$ cat src/rtl/clkctl_pkg.sv
package clkctl_pkg;
  localparam int REG_W     = 8;
  localparam int SEL_W     = 3;
  localparam int FAC_W     = 2;
  localparam int MODE_BIT  = 3;
  localparam int MAX_SHIFT = 5;

  localparam logic ADDR_RATE = 1'b0;
  localparam logic ADDR_FAC  = 1'b1;

  typedef enum logic [SEL_W-1:0] {
    SEL_FULL = 3'd0,
    SEL_D2   = 3'd1,
    SEL_D4   = 3'd2,
    SEL_D8   = 3'd3,
    SEL_D16  = 3'd4,
    SEL_D32  = 3'd5,
    SEL_RSV6 = 3'd6,
    SEL_RSV7 = 3'd7
  } rate_sel_e;
endpackage

$ cat src/rtl/clkctl_regs.sv
module clkctl_regs
  import clkctl_pkg::*;
#(
  parameter int RW    = REG_W,
  parameter int SW    = SEL_W,
  parameter int FW    = FAC_W,
  parameter int MB    = MODE_BIT,
  parameter int SMAX  = MAX_SHIFT
) (
  input  logic          clk,
  input  logic          rst_n,
  input  logic          hw_stby,
  input  logic          wr_en,
  input  logic          addr,
  input  logic [RW-1:0] wdata,
  output logic [RW-1:0] rdata,
  output logic [SW-1:0] sel_req,
  output logic          imm_mode,
  output logic [FW-1:0] fac_wr,
  output logic          fac_wr_fire,
  output logic [FW-1:0] fac_new
);
  logic [SW-1:0] sel_q, sel_d;
  logic [SW-1:0] req_q, req_d;
  logic          mode_q, mode_d;
  logic [FW-1:0] fac_q, fac_d;
  logic          rate_wr;
  logic          sel_ok;

  assign rate_wr     = wr_en && (addr == ADDR_RATE);
  assign fac_wr_fire = wr_en && (addr == ADDR_FAC) && !hw_stby;
  assign fac_new     = wdata[FW-1:0];
  assign sel_ok      = (wdata[SW-1:0] <= SW'(SMAX));

  always_comb begin
    sel_d  = sel_q;
    mode_d = mode_q;
    req_d  = req_q;
    if (rate_wr) begin
      sel_d  = wdata[SW-1:0];
      mode_d = wdata[MB];
      if (sel_ok) req_d = wdata[SW-1:0];
    end
  end

  always_comb begin
    fac_d = fac_q;
    if (hw_stby)          fac_d = '0;
    else if (fac_wr_fire) fac_d = fac_new;
  end

  always_ff @(posedge clk or negedge rst_n) begin
    if (!rst_n) begin
      sel_q  <= '0;
      mode_q <= 1'b0;
      req_q  <= '0;
      fac_q  <= '0;
    end else begin
      sel_q  <= sel_d;
      mode_q <= mode_d;
      req_q  <= req_d;
      fac_q  <= fac_d;
    end
  end

  always_comb begin
    rdata = '0;
    if (addr == ADDR_RATE) begin
      rdata[SW-1:0] = sel_q;
      rdata[MB]     = mode_q;
    end else begin
      rdata[FW-1:0] = fac_q;
    end
  end

  assign sel_req  = req_q;
  assign imm_mode = mode_q;
  assign fac_wr   = fac_q;

  a_r4_reserved_keeps_rate: assert property (@(posedge clk) disable iff (!rst_n)
    (rate_wr && (wdata[SW-1:0] > SW'(SMAX))) |=> $stable(sel_req));
  a_r8_hw_clears_fac: assert property (@(posedge clk) disable iff (!rst_n)
    hw_stby |=> (fac_wr == '0));
  a_r8_hw_keeps_rate: assert property (@(posedge clk) disable iff (!rst_n)
    (hw_stby && !wr_en) |=> ($stable(sel_q) && $stable(imm_mode)));
endmodule

$ cat src/rtl/clkctl_mult.sv
module clkctl_mult
  import clkctl_pkg::*;
#(
  parameter int FW = FAC_W
) (
  input  logic          clk,
  input  logic          rst_n,
  input  logic          hw_stby,
  input  logic          stby_enter,
  input  logic          imm_mode,
  input  logic          fac_wr_fire,
  input  logic [FW-1:0] fac_new,
  input  logic [FW-1:0] fac_wr,
  output logic [FW-1:0] fac_act
);
  logic [FW-1:0] act_q, act_d;
  logic          imm_load;

  assign imm_load = fac_wr_fire && imm_mode;

  always_comb begin
    act_d = act_q;
    if (hw_stby)         act_d = '0;
    else if (imm_load)   act_d = fac_new;
    else if (stby_enter) act_d = fac_wr;
  end

  always_ff @(posedge clk or negedge rst_n) begin
    if (!rst_n) act_q <= '0;
    else        act_q <= act_d;
  end

  assign fac_act = act_q;

  a_r7_immediate_load: assert property (@(posedge clk) disable iff (!rst_n)
    (imm_load && !hw_stby) |=> (fac_act == $past(fac_new)));
  a_r6_deferred_hold: assert property (@(posedge clk) disable iff (!rst_n)
    (!hw_stby && !stby_enter && !imm_load) |=> $stable(fac_act));
  a_r6_standby_load: assert property (@(posedge clk) disable iff (!rst_n)
    (stby_enter && !hw_stby && !imm_load) |=> (fac_act == $past(fac_wr)));
  a_r8_hw_clears_act: assert property (@(posedge clk) disable iff (!rst_n)
    hw_stby |=> (fac_act == '0));
endmodule

$ cat src/rtl/clkctl_div.sv
module clkctl_div
  import clkctl_pkg::*;
#(
  parameter int SW   = SEL_W,
  parameter int SMAX = MAX_SHIFT
) (
  input  logic          clk,
  input  logic          rst_n,
  input  logic [SW-1:0] sel_req,
  output logic          clk_en
);
  localparam int CW = (SMAX > 0) ? SMAX : 1;

  logic [SW-1:0] div_q, div_d;
  logic [CW-1:0] cnt_q, cnt_d;
  logic [CW:0]   span_req, span_cur;
  logic          term;

  assign span_req = ({{CW{1'b0}}, 1'b1} << sel_req) - 1'b1;
  assign span_cur = ({{CW{1'b0}}, 1'b1} << div_q) - 1'b1;
  assign term     = (cnt_q == '0);

  always_comb begin
    div_d = div_q;
    cnt_d = cnt_q - 1'b1;
    if (term) begin
      div_d = sel_req;
      cnt_d = span_req[CW-1:0];
    end
  end

  always_ff @(posedge clk or negedge rst_n) begin
    if (!rst_n) begin
      div_q <= '0;
      cnt_q <= '0;
    end else begin
      div_q <= div_d;
      cnt_q <= cnt_d;
    end
  end

  assign clk_en = term;

  a_r5_switch_at_terminal: assert property (@(posedge clk) disable iff (!rst_n)
    !clk_en |=> $stable(div_q));
  a_r3_full_speed: assert property (@(posedge clk) disable iff (!rst_n)
    (div_q == '0) |-> clk_en);
  a_r3_count_in_range: assert property (@(posedge clk) disable iff (!rst_n)
    ({1'b0, cnt_q} <= span_cur));
endmodule

$ cat src/rtl/clkctl_top.sv
module clkctl_top
  import clkctl_pkg::*;
#(
  parameter int RW   = REG_W,
  parameter int SW   = SEL_W,
  parameter int FW   = FAC_W,
  parameter int MB   = MODE_BIT,
  parameter int SMAX = MAX_SHIFT
) (
  input  logic          clk,
  input  logic          rst_n,
  input  logic          hw_stby,
  input  logic          stby_enter,
  input  logic          wr_en,
  input  logic          addr,
  input  logic [RW-1:0] wdata,
  output logic [RW-1:0] rdata,
  output logic          clk_en,
  output logic [FW-1:0] mult_act
);
  logic          rst_meta, rst_sync;
  logic [SW-1:0] sel_req;
  logic          imm_mode;
  logic [FW-1:0] fac_wr;
  logic          fac_wr_fire;
  logic [FW-1:0] fac_new;

  always_ff @(posedge clk or negedge rst_n) begin
    if (!rst_n) begin
      rst_meta <= 1'b0;
      rst_sync <= 1'b0;
    end else begin
      rst_meta <= 1'b1;
      rst_sync <= rst_meta;
    end
  end

  clkctl_regs #(.RW(RW), .SW(SW), .FW(FW), .MB(MB), .SMAX(SMAX)) u_regs (
    .clk(clk), .rst_n(rst_sync), .hw_stby(hw_stby), .wr_en(wr_en),
    .addr(addr), .wdata(wdata), .rdata(rdata), .sel_req(sel_req),
    .imm_mode(imm_mode), .fac_wr(fac_wr), .fac_wr_fire(fac_wr_fire),
    .fac_new(fac_new)
  );

  clkctl_mult #(.FW(FW)) u_mult (
    .clk(clk), .rst_n(rst_sync), .hw_stby(hw_stby), .stby_enter(stby_enter),
    .imm_mode(imm_mode), .fac_wr_fire(fac_wr_fire), .fac_new(fac_new),
    .fac_wr(fac_wr), .fac_act(mult_act)
  );

  clkctl_div #(.SW(SW), .SMAX(SMAX)) u_div (
    .clk(clk), .rst_n(rst_sync), .sel_req(sel_req), .clk_en(clk_en)
  );
endmodule

$ cat config.mk
export PLATFORM = sky130hd
export DESIGN_NAME = clkctl_top
export DESIGN_NICKNAME = d
export VERILOG_FILES = /design/src/rtl/clkctl_pkg.sv /design/src/rtl/clkctl_regs.sv /design/src/rtl/clkctl_mult.sv /design/src/rtl/clkctl_div.sv /design/src/rtl/clkctl_top.sv
export SDC_FILE = /design/constraint.sdc
export NUM_CORES = 1
export LEC_CHECK = 0
export ABC_AREA = 1
export BUFFER_PORTS_ARGS = -buffer_cell sky130_fd_sc_hd__buf_2
export CORE_MARGIN = 8
export CORE_UTILIZATION = 45
export CTS_CLUSTER_SIZE = 8
export DETAILED_ROUTE_END_ITERATION = 12
export GPL_TIMING_DRIVEN = 0
export PLACE_DENSITY = 0.77
export SYNTH_ARGS = -nofsm -noshare
export SYNTH_HDL_FRONTEND = slang
export SYNTH_SLANG_ARGS = --single-unit
$ cat constraint.sdc
create_clock -name clk -period 1.07 [get_ports clk]
set_input_delay 0.214 -clock clk [delete_from_list [all_inputs] [get_ports clk]]
set_output_delay 0.214 -clock clk [all_outputs]
set_load 0.1 [all_outputs]
==> impl_metrics.toml, run 1 <==
[grt]
grt_pass1_vias = 857
use_met2 = 0.2522
busiest_layer = "met2"
grt_pass1_wl_um = 3650
overflow = 0
antenna_found_initial = 0
gr-usage-all-layers = 0.1324
grt_max_degree = 17
gr-usage-met1 = 0.1255
grtUsageMet3 = 0.04384

[hold_path]
hp-class = "input port to flop"

[power]
ir_worst_vdd_mv = 1.524
power.leakage_nw = 0.6928
p_per_area_nw_per_um2 = 2069
total_power_mw = 2.933

[drt]
dr_total_vias = 839
wire_per_inst_um = 12.44
antenna_left = 0
drtIter0Drc = 25
drt-total-wl_um = 2227
drc = 0
drtPass1Iterations = 4
viasPerCell = 4.687

[die]
io_pins = 25
start_util = 0.4739
num_rows = 16
die_w_um = 61.45
core-area_um2 = 1962
fp.dieH_um = 61.45
die_area_um2 = 3776

[yosys]
avgSynthCellArea_um2 = 7.946
synth_top_family_by_area = "simple AND/OR/NAND/NOR gates"
synthSimpleGateAreaFrac = 0.2517
synthMuxAreaShare = 0
netlist_area_um2 = 929.6
synth_fa_ha_area_frac = 0.01346
synth_xor_area_frac = 0.009421
synth_compound_area_frac = 0.09960
ys_types = 20
ys_seq_elements = 18
yosys_warnings = 0
synth_seq_area_share = 0.4845
syn-instance-count = 117

[setup_path]
cp.arrival_ns = 1.25
crit_path_max_incr_delay_ns = 0.41
cp-start-kind = "flop"
worstSetupPathType = "flop to output port"
cp_num_buf_inv = 2
path_max_fanout = 5
crit_family = "flip-flops"
worstPathCellList = "nor2_2 -> nand3_4 -> clkinvlp_4 -> buf_12"
cp_slowest_cell = "dfrtp_1"
regToRegSetupSlack_ns = -0.35
cp_data_required_time_ns = 0.86
crit_path_end_kind = "output port"

[place]
place_inst = 163
dpl.hpwl_um = 1511
io_buffers = 16
place_area_um2 = 1116
place_congestion = 0.8102

[job]
cap_violations = 0

[cells_and_area]
fin_cells = 179
syn_to_final_growth_pct = 52.49
final_area_um2 = 1418
drive_gt1_frac = 0.4474
antenna_cells = 0
final_nets = 168

[cts]
htreeDepth = 1
path_clk_slew_ns = 0.11
clock_sinks = 18
cts_tree = "yes"
clk_path_buf_depth = 2
clockRootBuffer = "clkbuf_4"
cts_buffers = 3
insertion_delay_ns = 0.30

[sta]
fin_skew_ns = 0.004808
finalCritPeriodShare = 1.371
setup_viol_count_final = 12
fin_ws_ns = -0.3971
period_needed_ns = 1.467
drv_slew = 0
worstMarginPinSlew_ns = 0.6303
fmax_ghz = 0.6816
rsz0062_at_grt = "yes"
hold_viol = 0
relSlewSlack = 0.5798

[status]
violations = "negative setup slack"
outcome = "finished, violations left"
==> area by class of cell <==
cell class | instances | area, um2
repair buffers | 28 | 272.8
fillers | 151 | 544.3
multi-input cells | 73 | 494.2
inverters | 25 | 97.59
flip-flops and latches | 18 | 452.9
plain buffers | 4 | 30.03
clock buffers | 4 | 36.28
well taps | 27 | 33.78
==> state kept, by name, indices dropped and copies added, names as in the netlist <==
name and count:
u_regs.sel_q 3, u_regs.fac_wr 2, u_mult.fac_act 2, u_regs.sel_req 3, u_div.cnt_q 5, rst_meta 1
rst_sync 1, u_regs.imm_mode 1
==> metrics by stage <==
stage	utilization	TNS [ns]	hold slack [ns]	setup WS, ns
after CTS	0.6894	-2.552	0.1293	-0.3879
after global routing	0.7226	-3.280	0.1464	-0.4481
final	0.7226	-2.684	0.1380	-0.3971
after floorplan	-	-0.8533	-0.08159	-0.1752
after detailed placement	0.5689	-2.889	0.002844	-0.3664
after global placement	0.5689	-2.457	-0.0009486	-0.3611
==> synth_stat cells (all sizes together) <==
library cell | number | area (um2)
xnor2 | 1 | 8.760
dfrtp | 18 | 450.4
nor3 | 1 | 16.27
o21ai | 11 | 58.80
nand3 | 11 | 65.06
buf | 4 | 30.03
inv | 25 | 93.84
a21oi | 1 | 8.760
nand2 | 25 | 96.35
conb | 2 | 7.510
ha | 1 | 12.51
nand4 | 2 | 12.51
nor2 | 11 | 43.80
o22ai | 4 | 25.02
==> per-layer routing <==
metal	vias up	wire length [um]
li1	423	-
met1	393	807
met2	19	1273
met3	4	121
met4	0	24
met5	-	0
==> power breakdown <==
| part | switching [mW] | total, mW | internal (mW) |
|---|---|---|---|
| clock network | 0.221 | 0.429 | 0.207 |
| logic | 0.898 | 1.54 | 0.641 |
| registers | 0.134 | 0.966 | 0.831 |
| total | 1.25 | 2.93 | 1.68 |
==> worst min-delay path: stages <==
cell and delay (ns):
buf_2 0.09, nand2_1 0.04, o21ai_0 0.06
==> worst paths after layout <==
| check | from | end | depth (start not counted) |
|---|---|---|---|
| min reg2reg | rst_sync$_DFF_PN0_ | u_div.cnt_q[3]$_DFF_PN0_ | 0 |
| max | u_div.cnt_q[4]$_DFF_PN0_ | clk_en | 4 |
| max reg2reg | u_div.cnt_q[4]$_DFF_PN0_ | u_div.cnt_q[4]$_DFF_PN0_ | 9 |
| max in group asynchronous | rst_sync$_DFF_PN0_ | u_mult.fac_act[1]$_DFFE_PN0P_ | 0 |
| min | wdata[0] | u_regs.sel_req[0]$_DFFE_PN0P_ | 3 |
| min in group asynchronous | rst_n | rst_meta$_DFF_PN0_ | 2 |
==> cell usage in the layout (no fill, tap or decap), types with 4 or more instances in the layout <==
cell,Yosys,routed
buf_12,0,6
buf_2,0,9
buf_4,4,14
conb_1,2,5
dfrtp_1,18,16
inv_1,23,17
inv_2,2,7
nand2_1,24,21
nand3_1,9,9
nor2_4,0,7
o21ai_0,9,7
o22ai_1,4,4
==> what timing repair did <==
item,in CTS,in global routing
endpoints found under the setup margin,12,17
pin swaps,5,8
cloned,0,0
gates resized for setup,37,12
setup buffers,8,4
hold buffers,1,0
hold endpoints to repair,2,0
==> cell families (layout without fill, tap and decap cells) <==
family                   count (synthesis)  in the layout
AND/OR/NAND/NOR                         50             50
XOR/XNOR                                 1              1
flip-flops                              18             18
other                                    2              5
adder cells (fa/ha/maj)                  1              1
AO/OA/AOI/OAI                           16             16
buffers and inverters                   29             61
Power figures use the tool's default switching activity.
==> inputs of run 2 (changes only) <==
--- a/config.mk
+++ b/config.mk
@@ -8,11 +8,11 @@
 export ABC_AREA = 1
 export BUFFER_PORTS_ARGS = -buffer_cell sky130_fd_sc_hd__buf_2
 export CORE_MARGIN = 8
-export CORE_UTILIZATION = 45
+export CORE_UTILIZATION = 50
 export CTS_CLUSTER_SIZE = 8
 export DETAILED_ROUTE_END_ITERATION = 12
 export GPL_TIMING_DRIVEN = 0
-export PLACE_DENSITY = 0.77
+export PLACE_DENSITY = 0.84
 export SYNTH_ARGS = -nofsm -noshare
 export SYNTH_HDL_FRONTEND = slang
 export SYNTH_SLANG_ARGS = --single-unit
==> run 2 against run 1 <==
- the run still ends with negative setup slack left
- non-clock buffer count decreased by 4
- wire length increased by 22%
- clock skew decreased by 0.0012 ns
- die area decreased by 7.4%
- power increased by 1.2%
- critical path depth increased by 6
- maximum frequency decreased by 3.5%
- cell count decreased by 3.4%
- clock power decreased by 1%
- worst setup slack got worse by 0.053 ns
- count of clock-buffer cells in the layout unchanged
- critical path type is now flop to flop
- critical endpoint is now u_div.cnt_q[4]$_DFF_PN0_
- highest routed layer unchanged
==> impl_metrics.toml, run 2 (synthesized netlist as in run 1, its figures left out) <==
[drt]
viasPerCell = 5.173
wire_per_inst_um = 15.72
drt-total-wl_um = 2720
drtPass1Iterations = 4
dr_total_vias = 895
drc = 0
antenna_left = 0
drtIter0Drc = 24

[die]
start_util = 0.5326
die_w_um = 59.12
num_rows = 15
die_area_um2 = 3495
io_pins = 25
core-area_um2 = 1745
fp.dieH_um = 59.12

[setup_path]
cp-start-kind = "flop"
worstPathCellList = "nor2_4 -> nand3_4 -> buf_12 -> buf_6 -> nand2_4 -> nand2_4 -> ha_4 -> nand3_2 -> nand2_2 -> nand2_1"
crit_path_max_incr_delay_ns = 0.43
cp_slowest_cell = "dfrtp_1"
path_max_fanout = 4
cp_data_required_time_ns = 1.32
cpMostUsedCell = "nand2_4"
worstSetupPathType = "flop to flop"
crit_family = "simple AND/OR/NAND/NOR gates"
cp_num_buf_inv = 2
cp.arrival_ns = 1.77
crit_path_end_kind = "flop"

[sta]
relSlewSlack = 0.5564
fin_skew_ns = 0.003653
setup_viol_count_final = 12
fin_tns_setup_ns = -3.029
finalCritPeriodShare = 1.421
fmax_ghz = 0.6578
hold_viol = 0
worstMarginPinSlew_ns = 0.6654
drv_slew = 0
period_needed_ns = 1.520
fin_ws_ns = -0.4503
rsz0062_at_grt = "yes"

[status]
violations = "negative setup slack"
outcome = "finished, violations left"

[grt]
grt_max_degree = 17
grt_pass1_vias = 914
antenna_found_initial = 0
overflow = 0
gr-usage-all-layers = 0.1604
grt_pass1_wl_um = 4174

[cells_and_area]
final_area_um2 = 1413
syn_to_final_growth_pct = 51.95
regMostFlops = "u_div.cnt_q"
mostFrequentLayoutCell = "nand2_1"
fin_util = 0.8093
antenna_cells = 0
final_cell_mix = "18 x nand2_1, 17 x inv_1, 16 x dfrtp_1"
largest_reg_flops = 5
final_nets = 164
drive_gt1_frac = 0.4459

[job]
cap_violations = 0

[cts]
clock_sinks = 18
htreeDepth = 1
path_clk_slew_ns = 0.10
clockRootBuffer = "clkbuf_4"
clk_path_buf_depth = 2
insertion_delay_ns = 0.30
cts_buffers = 3
cts_tree = "yes"

[hold_path]
hp-class = "input port to flop"

[power]
p_per_area_nw_per_um2 = 2101
ir_worst_vdd_mv = 1.340
total_power_mw = 2.968
power.leakage_nw = 0.6831

[place]
dpl.hpwl_um = 1510
place_ws_ns = -0.3570
place_congestion = 0.8000
io_buffers = 16
place_area_um2 = 1114
==> run 2: area by class of cell <==
class                           instances  area, um2
Clock buffer                            4      36.28
Buffer                                  4      30.03
Sequential cell                        18      452.9
Timing Repair Buffer                   24      275.3
Fill cell                             110      332.8
Inverter                               25      97.59
Tap cell                               25      31.28
Multi-Input combinational cell         73      489.2
==> run 2: what timing repair did <==
item,4_1_cts,5_1_grt
setup endpoints to repair,12,17
pin swaps,9,8
gates resized for setup,50,6
endpoints found under the hold margin,2,0
setup buffers,7,0
hold buffers,1,0
==> run 2: metal layers <==
| metal | wire, um | track usage | vias up |
|---|---|---|---|
| li1 | - | - | 418 |
| met1 | 1069 | 0.1656 | 432 |
| met2 | 1416 | 0.2695 | 35 |
| met3 | 158 | 0.05423 | 10 |
| met4 | 76 | 0.1058 | 0 |
| met5 | 0 | 0 | - |
==> run 2: where the power goes <==
part	switching, mW	internal, mW
logic	0.943	0.624
registers	0.145	0.831
clock network	0.216	0.208
total	1.30	1.66
==> run 2: final timing paths <==
kind,end,from,cells after the start,slack [ns]
hold / removal,u_regs.imm_mode$_DFFE_PN0P_,wdata[3],3,0.13
max in group asynchronous,u_mult.fac_act[0]$_DFFE_PN0P_,rst_sync$_DFF_PN0_,0,0.33
hold reg to reg,u_div.cnt_q[4]$_DFF_PN0_,rst_sync$_DFF_PN0_,0,0.28
min in group asynchronous,rst_meta$_DFF_PN0_,rst_n,2,0.21
setup reg to reg,u_div.cnt_q[4]$_DFF_PN0_,u_div.cnt_q[0]$_DFF_PN0_,10,-0.45
setup / recovery,u_div.cnt_q[4]$_DFF_PN0_,u_div.cnt_q[0]$_DFF_PN0_,10,-0.45
==> run 2: through the flow <==
step                hold WS (ns)  std cells
global route              0.1366        173
floorplan               -0.08159        120
CTS                       0.1250        173
finish                    0.1280        173
global placement       -0.001202        161
detailed placement    -0.0003240        161
==> run 2: worst register-to-register path: cells and delay by family, from the launching register on <==
kind          cells  cell delay (ns)
fa+ha+maj         1             0.18
buf+inv           2             0.25
flops             1             0.43
simple gates      7             0.61
